### src/rtl/vbs_pkg.sv
// Shared constants of the variable block size SAD merger.
// Assumes a 16x16 macroblock split into a 4x4 grid of 4x4 sub-blocks.
package vbs_pkg;
    localparam int N_SUB   = 16;  // 4x4 sub-blocks per macroblock
    localparam int N_H84   = 8;   // 8x4 partitions
    localparam int N_V48   = 8;   // 4x8 partitions
    localparam int N_Q88   = 4;   // 8x8 partitions
    localparam int N_PART  = 41;  // all partitions
    // Base index of each shape in the partition numbering
    localparam int P_H84   = 16;
    localparam int P_V48   = 24;
    localparam int P_Q88   = 32;
    localparam int P_H168  = 36;
    localparam int P_V816  = 38;
    localparam int P_FULL  = 40;
endpackage

### src/rtl/vbs_part_sum.sv
// Combinational adder tree: forms the SADs of all 41 partitions from the
// sixteen 4x4 SADs of one search position. Larger shapes reuse the sums of
// the smaller ones. Assumes SUM_W is wide enough for the 16-input total.
module vbs_part_sum
    import vbs_pkg::*;
#(
    parameter int SAD4_W = 12,
    parameter int SUM_W  = SAD4_W + $clog2(N_SUB)
) (
    input  logic [N_SUB-1:0][SAD4_W-1:0] sad4,
    output logic [N_PART-1:0][SUM_W-1:0] sums
);
    logic [SUM_W-1:0] s44  [N_SUB];
    logic [SUM_W-1:0] s84  [N_H84];
    logic [SUM_W-1:0] s48  [N_V48];
    logic [SUM_W-1:0] s88  [N_Q88];
    logic [SUM_W-1:0] s168 [2];
    logic [SUM_W-1:0] s816 [2];
    logic [SUM_W-1:0] s1616;

    // 4x4 level: zero-extend the inputs
    for (genvar i = 0; i < N_SUB; i++) begin : g_s44
        assign s44[i] = SUM_W'(sad4[i]);
        assign sums[i] = s44[i];
    end

    // 8x4 level: horizontal pairs
    for (genvar k = 0; k < N_H84; k++) begin : g_s84
        localparam int HB = 4 * (k / 2) + 2 * (k % 2);
        assign s84[k] = s44[HB] + s44[HB+1];
        assign sums[P_H84+k] = s84[k];
    end

    // 4x8 level: vertical pairs
    for (genvar k = 0; k < N_V48; k++) begin : g_s48
        localparam int VB = 8 * (k / 4) + (k % 4);
        assign s48[k] = s44[VB] + s44[VB+4];
        assign sums[P_V48+k] = s48[k];
    end

    // 8x8 level: two stacked 8x4 blocks per quadrant
    for (genvar q = 0; q < N_Q88; q++) begin : g_s88
        localparam int TOP = 4 * (q / 2) + (q % 2);
        assign s88[q] = s84[TOP] + s84[TOP+2];
        assign sums[P_Q88+q] = s88[q];
    end

    // Half and full macroblock levels
    for (genvar h = 0; h < 2; h++) begin : g_half
        assign s168[h] = s88[2*h] + s88[2*h+1];
        assign s816[h] = s88[h] + s88[h+2];
        assign sums[P_H168+h] = s168[h];
        assign sums[P_V816+h] = s816[h];
    end
    assign s1616 = s168[0] + s168[1];
    assign sums[P_FULL] = s1616;
endmodule

### src/rtl/vbs_min_latch.sv
// One partition's minimum register: holds the lowest SAD since the last
// clear and the vector that produced it. Strictly-lower replaces, so ties
// keep the earlier vector. Assumes the caller gates upd_en.
module vbs_min_latch #(
    parameter int SUM_W = 16,
    parameter int MV_W  = 8
) (
    input  logic             clk,
    input  logic             rst_n,
    input  logic             clear,
    input  logic             upd_en,
    input  logic [SUM_W-1:0] cand_sad,
    input  logic [MV_W-1:0]  cand_mv,
    output logic [SUM_W-1:0] best_sad,
    output logic [MV_W-1:0]  best_mv
);
    // Clear to all ones, otherwise keep the strict minimum
    always_ff @(posedge clk) begin
        if (!rst_n || clear) begin
            best_sad <= '1;
            best_mv  <= '0;
        end else if (upd_en && (cand_sad < best_sad)) begin
            best_sad <= cand_sad;
            best_mv  <= cand_mv;
        end
    end
endmodule

### src/rtl/vbs_sad_merge.sv
// Top of the variable block size SAD merger. It builds all partition SADs
// for each accepted position and keeps the per-partition minimum. Start
// clears, done freezes. Assumes one position per valid cycle.
module vbs_sad_merge
    import vbs_pkg::*;
#(
    parameter int SAD4_W = 12,
    parameter int MV_W   = 8
) (
    input  logic                       clk,
    input  logic                       rst_n,
    input  logic                       start_i,
    input  logic                       done_i,
    input  logic                       valid_i,
    input  logic [MV_W-1:0]            mv_i,
    input  logic [N_SUB*SAD4_W-1:0]    sad4_i,
    output logic [N_PART*(SAD4_W+4)-1:0] best_sad_o,
    output logic [N_PART*MV_W-1:0]     best_mv_o,
    output logic                       results_valid_o
);
    localparam int SUM_W = SAD4_W + $clog2(N_SUB);

    logic [N_SUB-1:0][SAD4_W-1:0] sad4_arr;
    logic [N_PART-1:0][SUM_W-1:0] part_sums;
    logic                         accept;

    assign sad4_arr = sad4_i;
    assign accept   = valid_i && !results_valid_o && !start_i;

    vbs_part_sum #(.SAD4_W(SAD4_W), .SUM_W(SUM_W)) tree_i (
        .sad4 (sad4_arr),
        .sums (part_sums)
    );

    for (genvar p = 0; p < N_PART; p++) begin : g_lat
        vbs_min_latch #(.SUM_W(SUM_W), .MV_W(MV_W)) lat_i (
            .clk      (clk),
            .rst_n    (rst_n),
            .clear    (start_i),
            .upd_en   (accept),
            .cand_sad (part_sums[p]),
            .cand_mv  (mv_i),
            .best_sad (best_sad_o[p*SUM_W +: SUM_W]),
            .best_mv  (best_mv_o[p*MV_W +: MV_W])
        );
    end

    // Freeze flag: set by done, cleared by start
    always_ff @(posedge clk) begin
        if (!rst_n || start_i) results_valid_o <= 1'b0;
        else if (done_i)       results_valid_o <= 1'b1;
    end
endmodule

### config.mk
export PLATFORM = sky130hd
export DESIGN_NAME = vbs_sad_merge
export DESIGN_NICKNAME = d
export VERILOG_FILES = /design/src/rtl/vbs_pkg.sv /design/src/rtl/vbs_part_sum.sv /design/src/rtl/vbs_min_latch.sv /design/src/rtl/vbs_sad_merge.sv
export SDC_FILE = /design/constraint.sdc
export NUM_CORES = 2
export LEC_CHECK = 0
export ABC_CLOCK_PERIOD_IN_PS = 9560
export BUFFER_PORTS_ARGS = -buffer_cell sky130_fd_sc_hd__buf_2
export CORE_AREA = 2 2 461 463
export CTS_CLUSTER_SIZE = 14
export DETAILED_ROUTE_END_ITERATION = 10
export DIE_AREA = 0 0 463 465
export SLEW_MARGIN = 30
export SYNTH_ARGS = -nofsm -noshare
export SYNTH_HDL_FRONTEND = slang
export SYNTH_SLANG_ARGS = --single-unit
### constraint.sdc
create_clock -name clk -period 9.56 [get_ports clk]
set_input_delay 0.478 -clock clk [delete_from_list [all_inputs] [get_ports clk]]
set_output_delay 0.478 -clock clk [all_outputs]
set_load 0.1 [all_outputs]
==> flow_summary.ini <==
[clock_network]
cts_max_path_buffers = 3
cts_setup_buffers = 0
cts-resized-gates = 0
numCtsBuffers = 111
ctsHtreeMaxLevel = 3
cts_root_buf = clkbuf_16
cts_sinks = 901
path_clk_slew_ns = 0.06
ctsHoldBuffers = 130
cts_tree = done
worstSkewPairLatency_ns = 0.78

[timing]
fmax_ghz = 0.114
max_slew_margin = 0.219
setup_violations = 0
slew_violations = 0
tightest_slew_ns = 1.17
timing.final.crit_share = 0.921
tns_ns = 0
fin_ws_ns = 0.758
rsz0062_at_grt = no
hold_viol = 0
period_needed_ns = 8.80
fin_worst_skew_ns = 0.0502

[die]
coreArea_um2 = 211000
io_pins = 1190
die_y_um = 465
row_count = 169
fp.dieArea_um2 = 215000
die_x_um = 463
start_util = 0.266

[synth]
yosys.area.top_type_share = 0.322
synth-xor-area-share = 0.0456
synth_top_family_by_area = adder cells
seq_area_frac_synth = 0.322
yosysWarnings = 0
synth_ff_type = dfxtp_1
syn_area_um2 = 56000
avgSynthCellArea_um2 = 9.05
yosysUniqueCellTypes = 89
synth.largest_area_cell = dfxtp_1
yosysMostFrequentCell = dfxtp_1
synth-compound-area-share = 0.142
synthTopCellsByArea = dfxtp_1 32%, ha_1 17%, mux2i_1 13%
async_flop_share = 0
muxShareOfSynthArea = 0.135
synth-seq-cells = 901
synth_nets = 7200
synthAdderAreaFrac = 0.186
synthCells = 6189
synth-simple-area-share = 0.0986
synth_common_cells = 901 x dfxtp_1, 781 x ha_1, 752 x mux2i_1
synth_edf_count = 0

[place]
gp_congestion = 0.914
preCtsSetupSlack_ns = 0.628
placed_cells = 9964
portBuffers = 1189
hpwl_um = 193000

[grt]
grt_pass1_wl_um = 339000
grt_util_all_layers = 0.215
grt_pass1_vias = 47500
antenna_found_initial = 7
overflow = 0
grt_max_degree = 199

[critical_path]
cp_slowest_cell = or4_2
crit_path_max_incr_delay_ns = 1.02
cpMostUsedCell = ha_1
cp_max_fo = 21
setup.worst_path.end_class = flop
cp.required_ns = 10.15
setup.worst_path.class = primary input to flop
startpoint_type = primary input
critPathArrivalTime_ns = 9.39

[pwr]
powerDensity_nw_per_um2 = 299
peakVddDrop_mv = 0.504
p_leak_nw = 41.6

[route]
dr_total_vias = 48800
wl_per_cell_um = 23.4
drc_errors = 0
first_pass_iters = 5
drt_iter0_drc = 2752
vias_per_cell = 4.73
postRouteAntennaNets = 0
wl_met1_um = 97500
routed-wl-met2_um = 113000
wl_met3_um = 19900
wirelength_um = 241000
routed.top_layer = met5

[final_layout]
fin_util = 0.336
final_layout_size_suffix_gt1_frac = 0.210
fin_nets = 8402
multi_input_comb_area_um2 = 34600
area_growth_pct = 26.6
fillers = 21700
seqCellArea_um2 = 18000
fin_cells = 10300

[job]
cap_violations = 0

[status]
status = finished, final reports clean

[min_path]
hold_class = primary input to flop
[flip-flops by register name, indices dropped and copies added (netlist names)]
name / cells
results_valid_o: 1
g_lat.lat_i.best_mv: 328
g_lat.lat_i.best_sad: 572
[logic make-up after synthesis]
logic type,Yosys count
flip-flops,901
AND/OR/NAND/NOR,1310
multiplexers,753
buffers and inverters,967
adder cells (fa/ha/maj),819
AO/OA/AOI/OAI,1163
XOR/XNOR,276
[per-layer routing]
metal / up-vias / GRT usage
li1: 23500 / -
met1: 23500 / 0.251
met2: 1483 / 0.366
met3: 345 / 0.0649
met4: 2 / 0.0880
met5: - / 0
[critical path: cells and delay by family]
kind                       cells  cell delay (ns)
and+or+nand+nor                7             1.75
xor gates and xnor gates       2             1.07
buffers and inverters          5             1.24
AOI/OAI and AO/OA             13             2.85
adders and majority gates      6             1.83
muxes                          1             0.16
[power breakdown]
part	total (mW)	switching (mW)	leakage (nW)	internal (mW)
sequential	4.06	0.134	7.33	3.92
combinational	12.6	8.08	32.4	4.48
clock	4.55	1.88	1.90	2.68
[cell type report]
type	count	share of cell area
well taps	2821	0.0498
multi-input cells	4321	0.489
repair buffers	1421	0.118
inverters	635	0.0336
flip-flops and latches	901	0.254
clock buffers	151	0.0447
clock inverters	57	0.0101
diodes	7	0.000247
[path summary, 6_finish.rpt]
| check | start | end | slack, ns | cells after the start |
|---|---|---|---|---|
| worst max-delay path | sad4_i[168] | g_lat[40].lat_i.best_mv[2]$_SDFFE_PP0P_ | 0.76 | 34 |
| worst min-delay path | sad4_i[149] | g_lat[12].lat_i.best_sad[5]$_SDFFE_PP1P_ | 0.08 | 3 |
| worst max register to register | g_lat[40].lat_i.best_sad[1]$_SDFFE_PP1P_ | g_lat[40].lat_i.best_mv[2]$_SDFFE_PP0P_ | 5.29 | 17 |
| worst min register to register | g_lat[35].lat_i.best_mv[7]$_SDFFE_PP0P_ | g_lat[35].lat_i.best_mv[7]$_SDFFE_PP0P_ | 0.47 | 2 |
[placed cells by master (no fill, tap or decap), drive strengths merged, types with 13 or more instances in the layout]
master | netlist | final
a211oi | 23 | 23
a21o | 462 | 462
a21oi | 238 | 238
a31oi | 27 | 27
buf | 121 | 1291
bufinv | 0 | 13
clkbuf | 211 | 151
clkinv | 0 | 29
dfxtp | 901 | 901
dlygate4sd3 | 0 | 130
fa | 25 | 25
ha | 781 | 781
inv | 635 | 641
maj3 | 13 | 13
mux2i | 752 | 752
nand2 | 622 | 622
nand2b | 90 | 90
nand3 | 24 | 24
nor2 | 441 | 441
nor2b | 38 | 38
nor3 | 38 | 38
o211ai | 96 | 96
o21a | 29 | 29
o21ai | 119 | 119
o21bai | 89 | 89
o221ai | 17 | 17
xnor2 | 203 | 203
xor2 | 68 | 68
[per-stage QoR]
stage	instance area, um2	power [mW]	hold slack (ns)
final	70900	21.2	0.0795
after detailed placement	65500	16.7	0.457
after floorplan	56000	12.8	0.594
after CTS	70700	21.4	0.00000128
after global placement	65200	16.5	0.452
after global routing	70900	22.7	0.0426
No activity file was read; power rests on OpenSTA's default activity.
